`src/rtl/csc_pkg.sv`:
```
package csc_pkg;

  localparam int MANT_W = 12;
  localparam int EXPO_W = 4;
  localparam int CODE_W = MANT_W + EXPO_W;

  typedef struct packed {
    logic [EXPO_W-1:0] expo;
    logic [MANT_W-1:0] mant;
  } span_code_t;

  // Counter width needed for a given number of implemented exponent bits.
  function automatic int span_width(input int exp_bits);
    case (exp_bits)
      0:       span_width = 12;
      1:       span_width = 13;
      2:       span_width = 15;
      3:       span_width = 19;
      default: span_width = 27;
    endcase
  endfunction

endpackage

```
`src/rtl/csc_counter.sv`:
```
module csc_counter #(
  parameter int CNT_W = 19
) (
  input  logic             clk,
  input  logic             rst_n,
  input  logic             tick_i,
  input  logic             restart_i,
  output logic [CNT_W-1:0] count_o
);

  localparam logic [CNT_W-1:0] CNT_MAX = {CNT_W{1'b1}};

  logic [CNT_W-1:0] count_q;

  always_ff @(posedge clk or negedge rst_n) begin
    if (!rst_n) begin
      count_q <= '0;
    end else if (restart_i) begin
      count_q <= '0;
    end else if (tick_i && (count_q != CNT_MAX)) begin
      count_q <= count_q + 1'b1;
    end
  end

  assign count_o = count_q;

  // at the top value the count stays put
  a_r4_hold_at_max: assert property (@(posedge clk) disable iff (!rst_n)
    (count_q == CNT_MAX && !restart_i) |=> (count_q == CNT_MAX));

  // no advance while inactive
  a_r5_idle_holds: assert property (@(posedge clk) disable iff (!rst_n)
    (!tick_i && !restart_i) |=> $stable(count_q));

  // restart empties the counter
  a_r6_restart_zero: assert property (@(posedge clk) disable iff (!rst_n)
    restart_i |=> (count_q == '0));

endmodule

```
`src/rtl/csc_encoder.sv`:
```
module csc_encoder
  import csc_pkg::*;
#(
  parameter int EXP_BITS = 3,
  parameter int CNT_W    = span_width(EXP_BITS)
) (
  input  logic [CNT_W-1:0] count_i,
  output span_code_t       code_o
);

  generate
    if (EXP_BITS == 0) begin : g_plain
      assign code_o.expo = '0;
      assign code_o.mant = count_i[MANT_W-1:0];
    end else begin : g_float
      logic [EXPO_W-1:0] expo;
      logic [MANT_W-1:0] mant;

      always_comb begin
        expo = '0;
        for (int b = MANT_W; b < CNT_W; b++) begin
          if (count_i[b]) expo = EXPO_W'(b - MANT_W + 1);
        end
        if (expo == '0) mant = count_i[MANT_W-1:0];
        else            mant = MANT_W'(count_i >> (expo - 1'b1));
      end

      assign code_o.expo = expo;
      assign code_o.mant = mant;
    end
  endgenerate

endmodule

```
`src/rtl/csc_flag.sv`:
```
module csc_flag (
  input  logic clk,
  input  logic rst_n,
  input  logic drop_i,
  input  logic set_i,
  output logic flag_o
);

  logic flag_q;

  always_ff @(posedge clk or negedge rst_n) begin
    if (!rst_n)      flag_q <= 1'b0;
    else if (drop_i) flag_q <= 1'b0;
    else if (set_i)  flag_q <= 1'b1;
  end

  assign flag_o = flag_q;

  // a restart always leaves the flag low
  a_r7_drop_wins: assert property (@(posedge clk) disable iff (!rst_n)
    drop_i |=> !flag_q);

  // a lone record raises the flag
  a_r7_set_on_record: assert property (@(posedge clk) disable iff (!rst_n)
    (set_i && !drop_i) |=> flag_q);

endmodule

```
`src/rtl/cycle_span_coder.sv`:
```
module cycle_span_coder
  import csc_pkg::*;
#(
  parameter int EXP_BITS = 3
) (
  input  logic              clk,
  input  logic              rst_n,
  input  logic              rec_active_i,
  input  logic              rec_strobe_i,
  input  logic              cfg_write_i,
  input  logic              clear_i,
  output logic              res_valid_o,
  output logic [CODE_W-1:0] res_code_o,
  output logic              res_ccv_o
);

  localparam int                CNT_W    = span_width(EXP_BITS);
  localparam logic [EXPO_W-1:0] EXPO_TOP = EXPO_W'((1 << EXP_BITS) - 1);

  logic             drop;
  logic             restart;
  logic [CNT_W-1:0] count;
  logic             flag;
  span_code_t       code;

  assign drop    = clear_i | cfg_write_i;
  assign restart = drop | rec_strobe_i;

  csc_counter #(.CNT_W(CNT_W)) u_counter (
    .clk       (clk),
    .rst_n     (rst_n),
    .tick_i    (rec_active_i),
    .restart_i (restart),
    .count_o   (count)
  );

  csc_encoder #(.EXP_BITS(EXP_BITS), .CNT_W(CNT_W)) u_encoder (
    .count_i (count),
    .code_o  (code)
  );

  csc_flag u_flag (
    .clk    (clk),
    .rst_n  (rst_n),
    .drop_i (drop),
    .set_i  (rec_strobe_i),
    .flag_o (flag)
  );

  always_ff @(posedge clk or negedge rst_n) begin
    if (!rst_n) begin
      res_valid_o <= 1'b0;
      res_code_o  <= '0;
      res_ccv_o   <= 1'b0;
    end else begin
      res_valid_o <= rec_strobe_i;
      if (rec_strobe_i) begin
        res_code_o <= code;
        res_ccv_o  <= flag;
      end
    end
  end

  // small counts pass through unchanged
  a_r1_small_exact: assert property (@(posedge clk) disable iff (!rst_n)
    (32'(count) < 32'd4096) |-> (code.expo == '0 && code.mant == count[MANT_W-1:0]));

  // large counts always use a nonzero exponent
  a_r2_large_scaled: assert property (@(posedge clk) disable iff (!rst_n)
    (32'(count) >= 32'd4096) |-> (code.expo != '0));

  // exponent limited to implemented bits
  a_r3_expo_range: assert property (@(posedge clk) disable iff (!rst_n)
    code.expo <= EXPO_TOP);

  // a restart empties both counter and flag, even alongside a record
  a_r8_restart_clears: assert property (@(posedge clk) disable iff (!rst_n)
    drop |=> (count == '0 && !flag));

  // one result pulse per record, one cycle later
  a_r9_pulse_follows: assert property (@(posedge clk) disable iff (!rst_n)
    rec_strobe_i |=> res_valid_o);
  a_r9_no_spurious: assert property (@(posedge clk) disable iff (!rst_n)
    !rec_strobe_i |=> !res_valid_o);

endmodule

```
`config.mk`:
```
export PLATFORM = sky130hd
export DESIGN_NAME = cycle_span_coder
export DESIGN_NICKNAME = d
export VERILOG_FILES = /design/src/rtl/csc_pkg.sv /design/src/rtl/csc_counter.sv /design/src/rtl/csc_encoder.sv /design/src/rtl/csc_flag.sv /design/src/rtl/cycle_span_coder.sv
export SDC_FILE = /design/constraint.sdc
export NUM_CORES = 1
export LEC_CHECK = 0
export ABC_AREA = 1
export BUFFER_PORTS_ARGS = -buffer_cell sky130_fd_sc_hd__buf_2
export CAP_MARGIN = 20
export CORE_MARGIN = 3
export CORE_UTILIZATION = 50
export DETAILED_ROUTE_END_ITERATION = 7
export GPL_TIMING_DRIVEN = 0
export PLACE_DENSITY = 0.68
export SLEW_MARGIN = 30
export SYNTH_ARGS = -nofsm -noshare
export SYNTH_HDL_FRONTEND = slang
export SYNTH_SLANG_ARGS = --single-unit
```
`constraint.sdc`:
```
create_clock -name clk -period 2.3 [get_ports clk]
set_clock_uncertainty 0.05 [all_clocks]
set_input_delay 0.46 -clock clk [delete_from_list [all_inputs] [get_ports clk]]
set_output_delay 0.46 -clock clk [all_outputs]
set_load 0.02 [all_outputs]
```
==> results of run 1 <==
-- cell type report --
cell class | instances | area (um^2) | share of cell area [%]
repair buffers | 30 | 170 | 5.26
clock buffers | 7 | 86.3 | 2.67
well taps | 70 | 87.6 | 2.71
plain buffers | 19 | 148 | 4.56
inverters | 39 | 151 | 4.68
multi-input cells | 302 | 1660 | 51.4
flip-flops and latches | 37 | 928 | 28.7
-- sequential cells by signal (all words and copies together) (netlist names) --
signal             cells
res_code_o            15
res_ccv_o              1
res_valid_o            1
u_flag.flag_o          1
u_counter.count_o     19
-- metrics by stage --
| step | worst slack, ns | power, mW |
|---|---|---|
| detailed placement | -0.560 | 0.822 |
| global route | -0.0333 | 1.33 |
| finish | 0.135 | 1.28 |
| floorplan | 0.0212 | 0.770 |
| CTS | 0.00681 | 1.29 |
| global placement | -0.561 | 0.820 |
-- cells by family after synthesis --
logic type | count (synthesis) | synth area share, %
and+or+nand+nor | 245 | 43.0
buffers and inverters | 58 | 9.34
AOI/OAI and AO/OA | 48 | 10.8
DFF | 37 | 33.7
xor gates and xnor gates | 5 | 1.60
adders and majority gates | 3 | 1.37
other | 1 | 0.137
-- what timing repair did --
item | 4_1_cts | 5_1_grt
gates cloned | 1 | 0
setup buffers | 2 | 5
resized for setup | 22 | 18
pin swaps | 1 | 3
setup endpoints to repair | 12 | 12
-- Yosys cell counts (2+ instances only) --
cell / number
nand3_1: 94
nand2_1: 89
dfrtp_1: 37
inv_1: 37
nor2_1: 27
a21oi_1: 21
nand4_1: 11
o21ai_0: 10
o21ai_2: 10
buf_2: 7
clkbuf_1: 6
nand2_2: 6
xor2_1: 5
nor2_4: 4
buf_6: 3
ha_1: 3
o211ai_1: 3
or2_2: 3
buf_4: 2
inv_2: 2
nand3_2: 2
nor3_1: 2
nor3_4: 2
-- worst max path at each step --
stage	cells past startpoint	end
2_1_floorplan	16	res_code_o[0]
3_3_place_gp	16	res_code_o[1]
3_5_place_dp	16	res_code_o[0]
4_1_cts	17	res_code_o[1]
5_1_grt	9	res_code_o[1]
6_report	16	res_code_o[7]
-- critical path: stages (launching register included) --
cell and delay, ns:
dfrtp_2 0.42, inv_2 0.07, nand2_1 0.06, nand2_1 0.08, nand2_2 0.06, nand2_4 0.06
nand2_2 0.06, buf_6 0.13, ha_4 0.26, buf_8 0.12, buf_2 0.22, nand3_1 0.13
nand3_1 0.11, nand3_1 0.08, nand2_1 0.07, nand2_1 0.05, nand2_1 0.06
-- power by group --
group / leakage, nW / switching (mW) / total, mW / internal, mW
logic: 0.997 / 0.0979 / 0.144 / 0.0463
clock network: 0.0443 / 0.225 / 0.463 / 0.238
registers: 0.497 / 0.00799 / 0.674 / 0.666
-- layer usage --
layer	GRT usage, %	wire (um)
met1	37.6	3690
met2	43.0	3790
met4	6.42	125
met3	3.36	421
met5	0	0
==> results.sh, run 1 <==
export IMPL_outcome="complete, no violations"
export IMPL_gr_total_overflow=0
export IMPL_final_core_util_pct=62.2
export IMPL_yosysTopAreaCell="dfrtp_1"
export IMPL_dieHeight_um=80.1
export IMPL_grt_max_degree=38
export IMPL_wirelength_um=8030
export IMPL_crit_path_start="u_counter.count_o[13]"
export IMPL_cap_violations=0
export IMPL_vias=2906
export IMPL_hpwl_um=5940
export IMPL_antenna_left=0
export IMPL_peakVddDrop_uv=211
export IMPL_min_path_type="input port to asynchronous set/reset pin"
export IMPL_r2r_cells=16
export IMPL_numCtsBuffers=5
export IMPL_tightest_slew_ns=0.853
export IMPL_worstPathRequired_ns=2.47
export IMPL_setup_viol=0
export IMPL_critPathLaunchType="flip-flop"
export IMPL_drc=0
export IMPL_setup_tns_ns=0
export IMPL_diodes=0
export IMPL_postPlaceCellArea_um2=2950
export IMPL_cts_buffer_depth=2
export IMPL_hold_violations=0
export IMPL_path_class="flip-flop to flip-flop"
export IMPL_cts_tree="built"
export IMPL_ys_seq_elements=37
export IMPL_grt_pass1_vias=2742
export IMPL_end_kind="flip-flop"
export IMPL_drv_slew=0
export IMPL_slew_headroom_pct=43.1
export IMPL_antenna_found_initial=0
export IMPL_final_area_um2=3240
export IMPL_finalCritPeriodShare_pct=94.1
export IMPL_dieArea_um2=6420
export IMPL_wire_per_inst_um=15.9
export IMPL_die_w_um=80.1
export IMPL_regToRegEndpoint="res_code_o[7]"
export IMPL_place_congestion=0.972
export IMPL_drive_gt1_share_pct=24.4
export IMPL_crit_fanout=10
export IMPL_layout_common_cells="87 x nand3_1, 86 x nand2_1, 35 x dfrtp_1"
export IMPL_fin_nets=443
export IMPL_syn_avg_cell_area_um2=6.91
export IMPL_final_common_cell="nand3_1"
export IMPL_areaGrowthSynthToFinish_pct=17.9
export IMPL_grt_pass1_wl_um=13200
export IMPL_syn_nets=406
export IMPL_nFillCells=516
export IMPL_numPortBuffers=22
export IMPL_cts_root_buf="clkbuf_8"
export IMPL_grt_util_all_layers_pct=26.6
export IMPL_postCtsHoldBufs=0
export IMPL_r2r_slack_ns=0.14
export IMPL_synth_cell_types=34
export IMPL_viasPerCell=5.77
export IMPL_initial_core_util_pct=52.7
export IMPL_yosysWarnings=0
export IMPL_syn_cell_area_um2=2750
export IMPL_place_inst=489
export IMPL_whs_ns=0.226
export IMPL_r2r_start="u_counter.count_o[13]"
export IMPL_clock_sinks=37
export IMPL_p_leak_nw=1.54
export IMPL_drtPass1Iterations=5
export IMPL_yosys_area_top_type_share_pct=33.7
export IMPL_arrival_ns=2.34
export IMPL_fin_cells=504
export IMPL_htree_levels=2
export IMPL_synth_flop_cell="dfrtp_1"
export IMPL_drt_iter0_drc=272
export IMPL_max_freq_mhz=462
export IMPL_final_min_clock_period_ns=2.16
export IMPL_synth_edf_count=0
export IMPL_pin_count=24
export IMPL_powerDensity_nw_per_um2=396
export IMPL_core_um2=5200
export IMPL_clk_pin_slew_ns=0.08
export IMPL_ys_seq_area_share_pct=33.7
export IMPL_std_cell_rows=26
export IMPL_syn_inst=397
export IMPL_clock_latency_ns=0.29
export IMPL_async_reset_ff_share_pct=100
export IMPL_synthTopCellsByArea="dfrtp_1 34%, nand3_1 17%, nand2_1 12%, inv_1 5.1%, a21oi_1 3.8%"
Note: power is estimated with default switching activity, not from simulation.
==> run 2, diff against run 1 <==
ABC_AREA = default   (was 1)
==> run 2 against run 1 <==
Compared with the run above:
- the run now ends with setup timing left
- highest routed layer unchanged
- via count shrank 5.6%
- critical path depth shrank 3
- sequential power up 0.6%
- clock-buffer cell count did not move
- sequential cell count did not move
- critical endpoint is now res_code_o[1]
- total power is 2.2% higher
- maximum frequency fell by 18%
- cell count decreased by 13%
- routed wire length decreased by 2.7%
==> results.sh, run 2 <==
export IMPL_outcome="finished, violations left"
export IMPL_violations="setup timing"
export IMPL_hold_violations=0
export IMPL_p_leak_nw=1.38
export IMPL_arrival_ns=2.74
export IMPL_clk_pin_slew_ns=0.08
export IMPL_antenna_found_initial=0
export IMPL_synth_mux_area_share_pct=9.69
export IMPL_finalCritPeriodShare_pct=114
export IMPL_synth_cell_types=60
export IMPL_dieArea_um2=6400
export IMPL_peakVddDrop_uv=255
export IMPL_cts_root_buf="clkbuf_8"
export IMPL_wire_per_inst_um=17.7
export IMPL_rsz0062_at_grt="yes"
export IMPL_final_core_util_pct=66.4
export IMPL_viasPerCell=6.22
export IMPL_syn_nets=328
export IMPL_regToRegEndpoint="res_code_o[1]"
export IMPL_tightest_slew_ns=0.829
export IMPL_path_class="flip-flop to flip-flop"
export IMPL_syn_inst=319
export IMPL_numCtsBuffers=5
export IMPL_fin_ws_ns=-0.331
export IMPL_std_cell_rows=26
export IMPL_yosysTopAreaCell="dfrtp_1"
export IMPL_grt_pass1_vias=2615
export IMPL_drtPass1Iterations=5
export IMPL_cts_tree="built"
export IMPL_clock_sinks=37
export IMPL_r2r_cells=13
export IMPL_grt_max_degree=38
export IMPL_synth_flop_cell="dfrtp_1"
export IMPL_postPlaceCellArea_um2=3010
export IMPL_wirelength_um=7810
export IMPL_nFillCells=459
export IMPL_fin_nets=379
export IMPL_synth_edf_count=0
export IMPL_synthTopCellsByCount="37 x dfrtp_1, 35 x nor2_1, 31 x nand2_1"
export IMPL_clock_latency_ns=0.29
export IMPL_antenna_left=0
export IMPL_core_um2=5200
export IMPL_areaGrowthSynthToFinish_pct=26.3
export IMPL_worstPathRequired_ns=2.41
export IMPL_min_path_type="input port to asynchronous set/reset pin"
export IMPL_grt_util_all_layers_pct=25.2
export IMPL_synth_most_common_cell="dfrtp_1"
export IMPL_dieHeight_um=80.0
export IMPL_drc=0
export IMPL_place_ws_ns=-0.863
export IMPL_drive_gt1_share_pct=29.6
export IMPL_multi_input_area_um2=1820
export IMPL_ys_seq_elements=37
export IMPL_diodes=0
export IMPL_vias=2742
export IMPL_synth_simple_area_share_pct=21.1
export IMPL_drt_iter0_drc=199
export IMPL_hpwl_um=5180
export IMPL_yosys_area_top_type_share_pct=33.8
export IMPL_syn_avg_cell_area_um2=8.58
export IMPL_r2r_start="u_counter.count_o[13]"
export IMPL_critPathLaunchType="flip-flop"
export IMPL_setup_viol=12
export IMPL_synth_compound_area_share_pct=22.9
export IMPL_grt_pass1_wl_um=12600
export IMPL_cts_buffer_depth=2
export IMPL_synth_fa_ha_area_share_pct=1.37
export IMPL_gr_total_overflow=0
export IMPL_place_congestion=0.896
export IMPL_slew_headroom_pct=44.7
export IMPL_drv_slew=0
export IMPL_cap_violations=0
export IMPL_ys_seq_area_share_pct=33.8
export IMPL_pin_count=24
export IMPL_layout_common_cells="36 x dfrtp_1, 34 x nor2_1, 30 x nand2_1"
export IMPL_final_min_clock_period_ns=2.63
export IMPL_setup_tns_ns=-2.66
export IMPL_htree_levels=2
export IMPL_synthTopCellsByArea="dfrtp_1 34%, nor2_1 4.8%, o21ai_0 4.4%, nand2_1 4.3%, mux2i_1 3.7%"
export IMPL_end_kind="flip-flop"
export IMPL_die_w_um=80.0
export IMPL_syn_cell_area_um2=2740
export IMPL_crit_fanout=5
export IMPL_initial_core_util_pct=52.6
export IMPL_r2r_slack_ns=-0.33
export IMPL_powerDensity_nw_per_um2=379
export IMPL_numPortBuffers=22
export IMPL_yosysWarnings=0
export IMPL_largest_reg_flops=19
export IMPL_final_common_cell="dfrtp_1"
export IMPL_synthXorXnorAreaFrac_pct=4.84
export IMPL_max_freq_mhz=380
export IMPL_async_reset_ff_share_pct=100
export IMPL_final_area_um2=3460
export IMPL_seqCellArea_um2=927
export IMPL_synth_top_family_by_area="compound AO/OA/AOI/OAI gates"
==> run 2: stage by stage <==
step | hold slack [ns] | power (mW) | instances
global route | 0.273 | 1.37 | 441
global placement | 0.431 | 0.798 | 411
finish | 0.212 | 1.31 | 441
CTS | 0.240 | 1.33 | 435
floorplan | 0.114 | 0.752 | 319
detailed placement | 0.440 | 0.800 | 411
==> run 2: timing repair <==
action	CTS	global route
buffers inserted	17	5
gates resized for setup	31	17
hold buffers	0	0
pin swaps	11	12
cloned	0	2
endpoints found under the setup margin	12	12
==> run 2: kinds of logic after synthesis <==
kind of cell               count (synthesis)
AOI/OAI and AO/OA                         93
xor gates and xnor gates                  13
adders and majority gates                  3
buffers and inverters                     36
DFF                                       37
muxes                                     19
other                                      1
and+or+nand+nor                          117
==> run 2: layout make-up <==
cell class / instances / area share, %
tap: 70 / 2.53
timing repair buffer: 46 / 8.94
buffer: 26 / 4.88
sequential: 37 / 26.8
clock buffer: 7 / 2.79
multi-input combinational: 246 / 52.6
clock inverter: 1 / 0.253
inverter: 8 / 1.23
==> run 2: how the worst max path moves through the flow <==
stage	slack, ns	from	to
after global routing	-0.36	u_counter.count_o[13]	res_code_o[1]
after CTS	-0.27	u_counter.count_o[12]	res_code_o[8]
after global placement	-0.87	u_counter.count_o[17]	res_code_o[1]
after detailed placement	-0.86	u_counter.count_o[17]	res_code_o[1]
after floorplan	-0.35	u_counter.count_o[13]	res_code_o[3]
final	-0.33	u_counter.count_o[13]	res_code_o[1]
==> run 2: layer usage <==
layer	track usage [%]	wire length (um)
met3	4.40	462
met1	32.4	3330
met4	9.12	188
met5	0	0
met2	42.1	3830
==> run 2: power by group <==
group          leakage (nW)  switching, mW  total, mW  internal (mW)
clock network        0.0549          0.247      0.524          0.277
logic                 0.831         0.0730      0.107         0.0342
registers             0.493        0.00931      0.678          0.669
total                  1.38          0.330       1.31          0.980
==> run 2: worst max-delay path: stages (launching register included) <==
cell	delay, ns
dfrtp_1	0.34
buf_6	0.10
and2b_2	0.23
o211ai_4	0.20
nand2_2	0.11
buf_6	0.15
inv_8	0.06
ha_4	0.20
buf_12	0.12
xnor2_4	0.13
o2111a_1	0.28
a31oi_2	0.07
a22oi_2	0.29
o2111ai_2	0.15
==> run 3, diff against run 2 <==
clock period = 2.4 ns   (was 2.3 ns; I/O delays follow)
==> run 3 against run 2 <==
Compared with the run above:
- the run still ends with setup timing left
- setup slack improved by 0.21 ns
- cell count rose by 1.1%
- highest routed layer unchanged
- non-clock buffer count rose by 5
- maximum frequency rose by 4.5%
- largest cell class unchanged
- combinational power barely moved
- largest power group unchanged
- routed wire length fell by 0.67%
- hold slack improved by 0.012 ns
- sequential cell count did not move
- register-to-register slack improved by 0.21 ns
- critical path depth fell by 1
==> results.sh, run 3 (synthesis gave the netlist of run 2 again) <==
export IMPL_hold_violations=0
export IMPL_violations="setup timing"
export IMPL_drive_gt1_share_pct=31.1
export IMPL_multi_input_area_um2=1830
export IMPL_clock_latency_ns=0.29
export IMPL_peakVddDrop_uv=314
export IMPL_largest_reg_flops=19
export IMPL_arrival_ns=2.64
export IMPL_layout_common_cells="36 x dfrtp_1, 34 x nor2_1, 29 x nand2_1"
export IMPL_drtPass1Iterations=5
export IMPL_grt_pass1_vias=2617
export IMPL_antenna_found_initial=0
export IMPL_wl_met1_um=3310
export IMPL_drc=0
export IMPL_wirelength_um=7750
export IMPL_postCtsHoldBufs=0
export IMPL_p_leak_nw=1.41
export IMPL_postPlaceCellArea_um2=3010
export IMPL_rsz0062_at_grt="yes"
export IMPL_dieArea_um2=6400
export IMPL_dieHeight_um=80.0
export IMPL_setup_viol=11
export IMPL_gr_total_overflow=0
export IMPL_wl_met3_um=489
export IMPL_grt_max_degree=38
export IMPL_grt_pass1_wl_um=12600
export IMPL_clock_sinks=37
export IMPL_areaGrowthSynthToFinish_pct=27.6
export IMPL_fin_nets=384
export IMPL_finalCritPeriodShare_pct=105
export IMPL_place_congestion=0.927
export IMPL_initial_core_util_pct=52.6
export IMPL_viasPerCell=6.12
export IMPL_cts_tree="built"
export IMPL_crit_fanout=6
export IMPL_nFillCells=440
export IMPL_setup_tns_ns=-0.744
export IMPL_final_min_clock_period_ns=2.52
export IMPL_wire_per_inst_um=17.4
export IMPL_place_ws_ns=-0.741
export IMPL_pin_count=24
export IMPL_drt_iter0_drc=306
export IMPL_min_path_type="input port to asynchronous set/reset pin"
export IMPL_wl_met2_um=3830
export IMPL_die_w_um=80.0
export IMPL_drv_slew=0
export IMPL_cap_violations=0
export IMPL_htree_levels=2
export IMPL_std_cell_rows=26
export IMPL_fin_cells=446
export IMPL_cts_buffer_depth=2
export IMPL_vias=2730
export IMPL_antenna_left=0
export IMPL_final_area_um2=3490
export IMPL_grt_util_all_layers_pct=24.9
export IMPL_final_common_cell="dfrtp_1"
export IMPL_fin_ws_ns=-0.118
export IMPL_hpwl_um=5120
export IMPL_numCtsBuffers=5
export IMPL_outcome="finished, violations left"
export IMPL_place_inst=411
export IMPL_highest_layer="met4"
export IMPL_worstPathRequired_ns=2.52
export IMPL_path_class="flip-flop to flip-flop"
export IMPL_max_freq_mhz=397
export IMPL_seqCellArea_um2=927
export IMPL_core_um2=5200
export IMPL_clk_pin_slew_ns=0.08
export IMPL_cts_root_buf="clkbuf_8"
export IMPL_critPathLaunchType="flip-flop"
export IMPL_numPortBuffers=22
export IMPL_diodes=0
export IMPL_tightest_slew_ns=0.817
export IMPL_end_kind="flip-flop"
export IMPL_powerDensity_nw_per_um2=349
export IMPL_slew_headroom_pct=45.5
export IMPL_power_total_mw=1.22
-- run 3: final timing paths --
check,slack [ns],cells past startpoint,end,startpoint
min in group clk,0.29,2,u_flag.flag_o,clear_i
max,-0.12,12,res_code_o[1],u_counter.count_o[13]
max in group asynchronous,1.52,1,u_counter.count_o[17],rst_n
max reg2reg,-0.12,12,res_code_o[1],u_counter.count_o[13]
min,0.22,1,res_code_o[2],rst_n
min reg2reg,0.46,2,res_code_o[11],res_code_o[11]
-- run 3: through the flow --
step / hold WS, ns / util [%]
6_report: 0.224 / 67.1
5_1_grt: 0.294 / 67.1
4_1_cts: 0.270 / 64.4
3_5_place_dp: 0.440 / 57.8
3_3_place_gp: 0.433 / 57.8
2_1_floorplan: 0.134 / -
-- run 3: cell type report --
type / count / area share, %
Multi-Input combinational cell: 246 / 52.3
Sequential cell: 37 / 26.5
Timing Repair Buffer: 52 / 10.3
Buffer: 25 / 4.66
Tap cell: 70 / 2.51
Clock buffer: 6 / 2.36
Inverter: 8 / 0.967
Clock inverter: 2 / 0.394
-- run 3: layer usage --
metal | track usage [%] | vias to the layer above
li1 | - | 1288
met1 | 33.2 | 1322
met2 | 40.8 | 104
met3 | 4.29 | 16
met4 | 8.11 | 0
met5 | 0 | -
-- run 3: critical path: stages (launching register included) --
cell	delay, ns
dfrtp_1	0.35
buf_6	0.11
and2b_2	0.24
o211ai_4	0.22
nand2_4	0.11
inv_4	0.11
ha_4	0.21
buf_12	0.13
xnor2_4	0.13
o2111a_1	0.25
a31oi_2	0.06
a22oi_2	0.26
o2111ai_1	0.15
-- run 3: timing repair --
item,in CTS,in global routing
buffers inserted,18,11
resized for setup,34,22
endpoints found under the setup margin,12,12
pin swaps,15,16
gates cloned,0,1
-- run 3: report_power, final --
group	leakage (nW)	switching (mW)	internal, mW
registers	0.493	0.00908	0.641
logic	0.870	0.0708	0.0327
clock network	0.0512	0.233	0.233
total	1.41	0.313	0.907
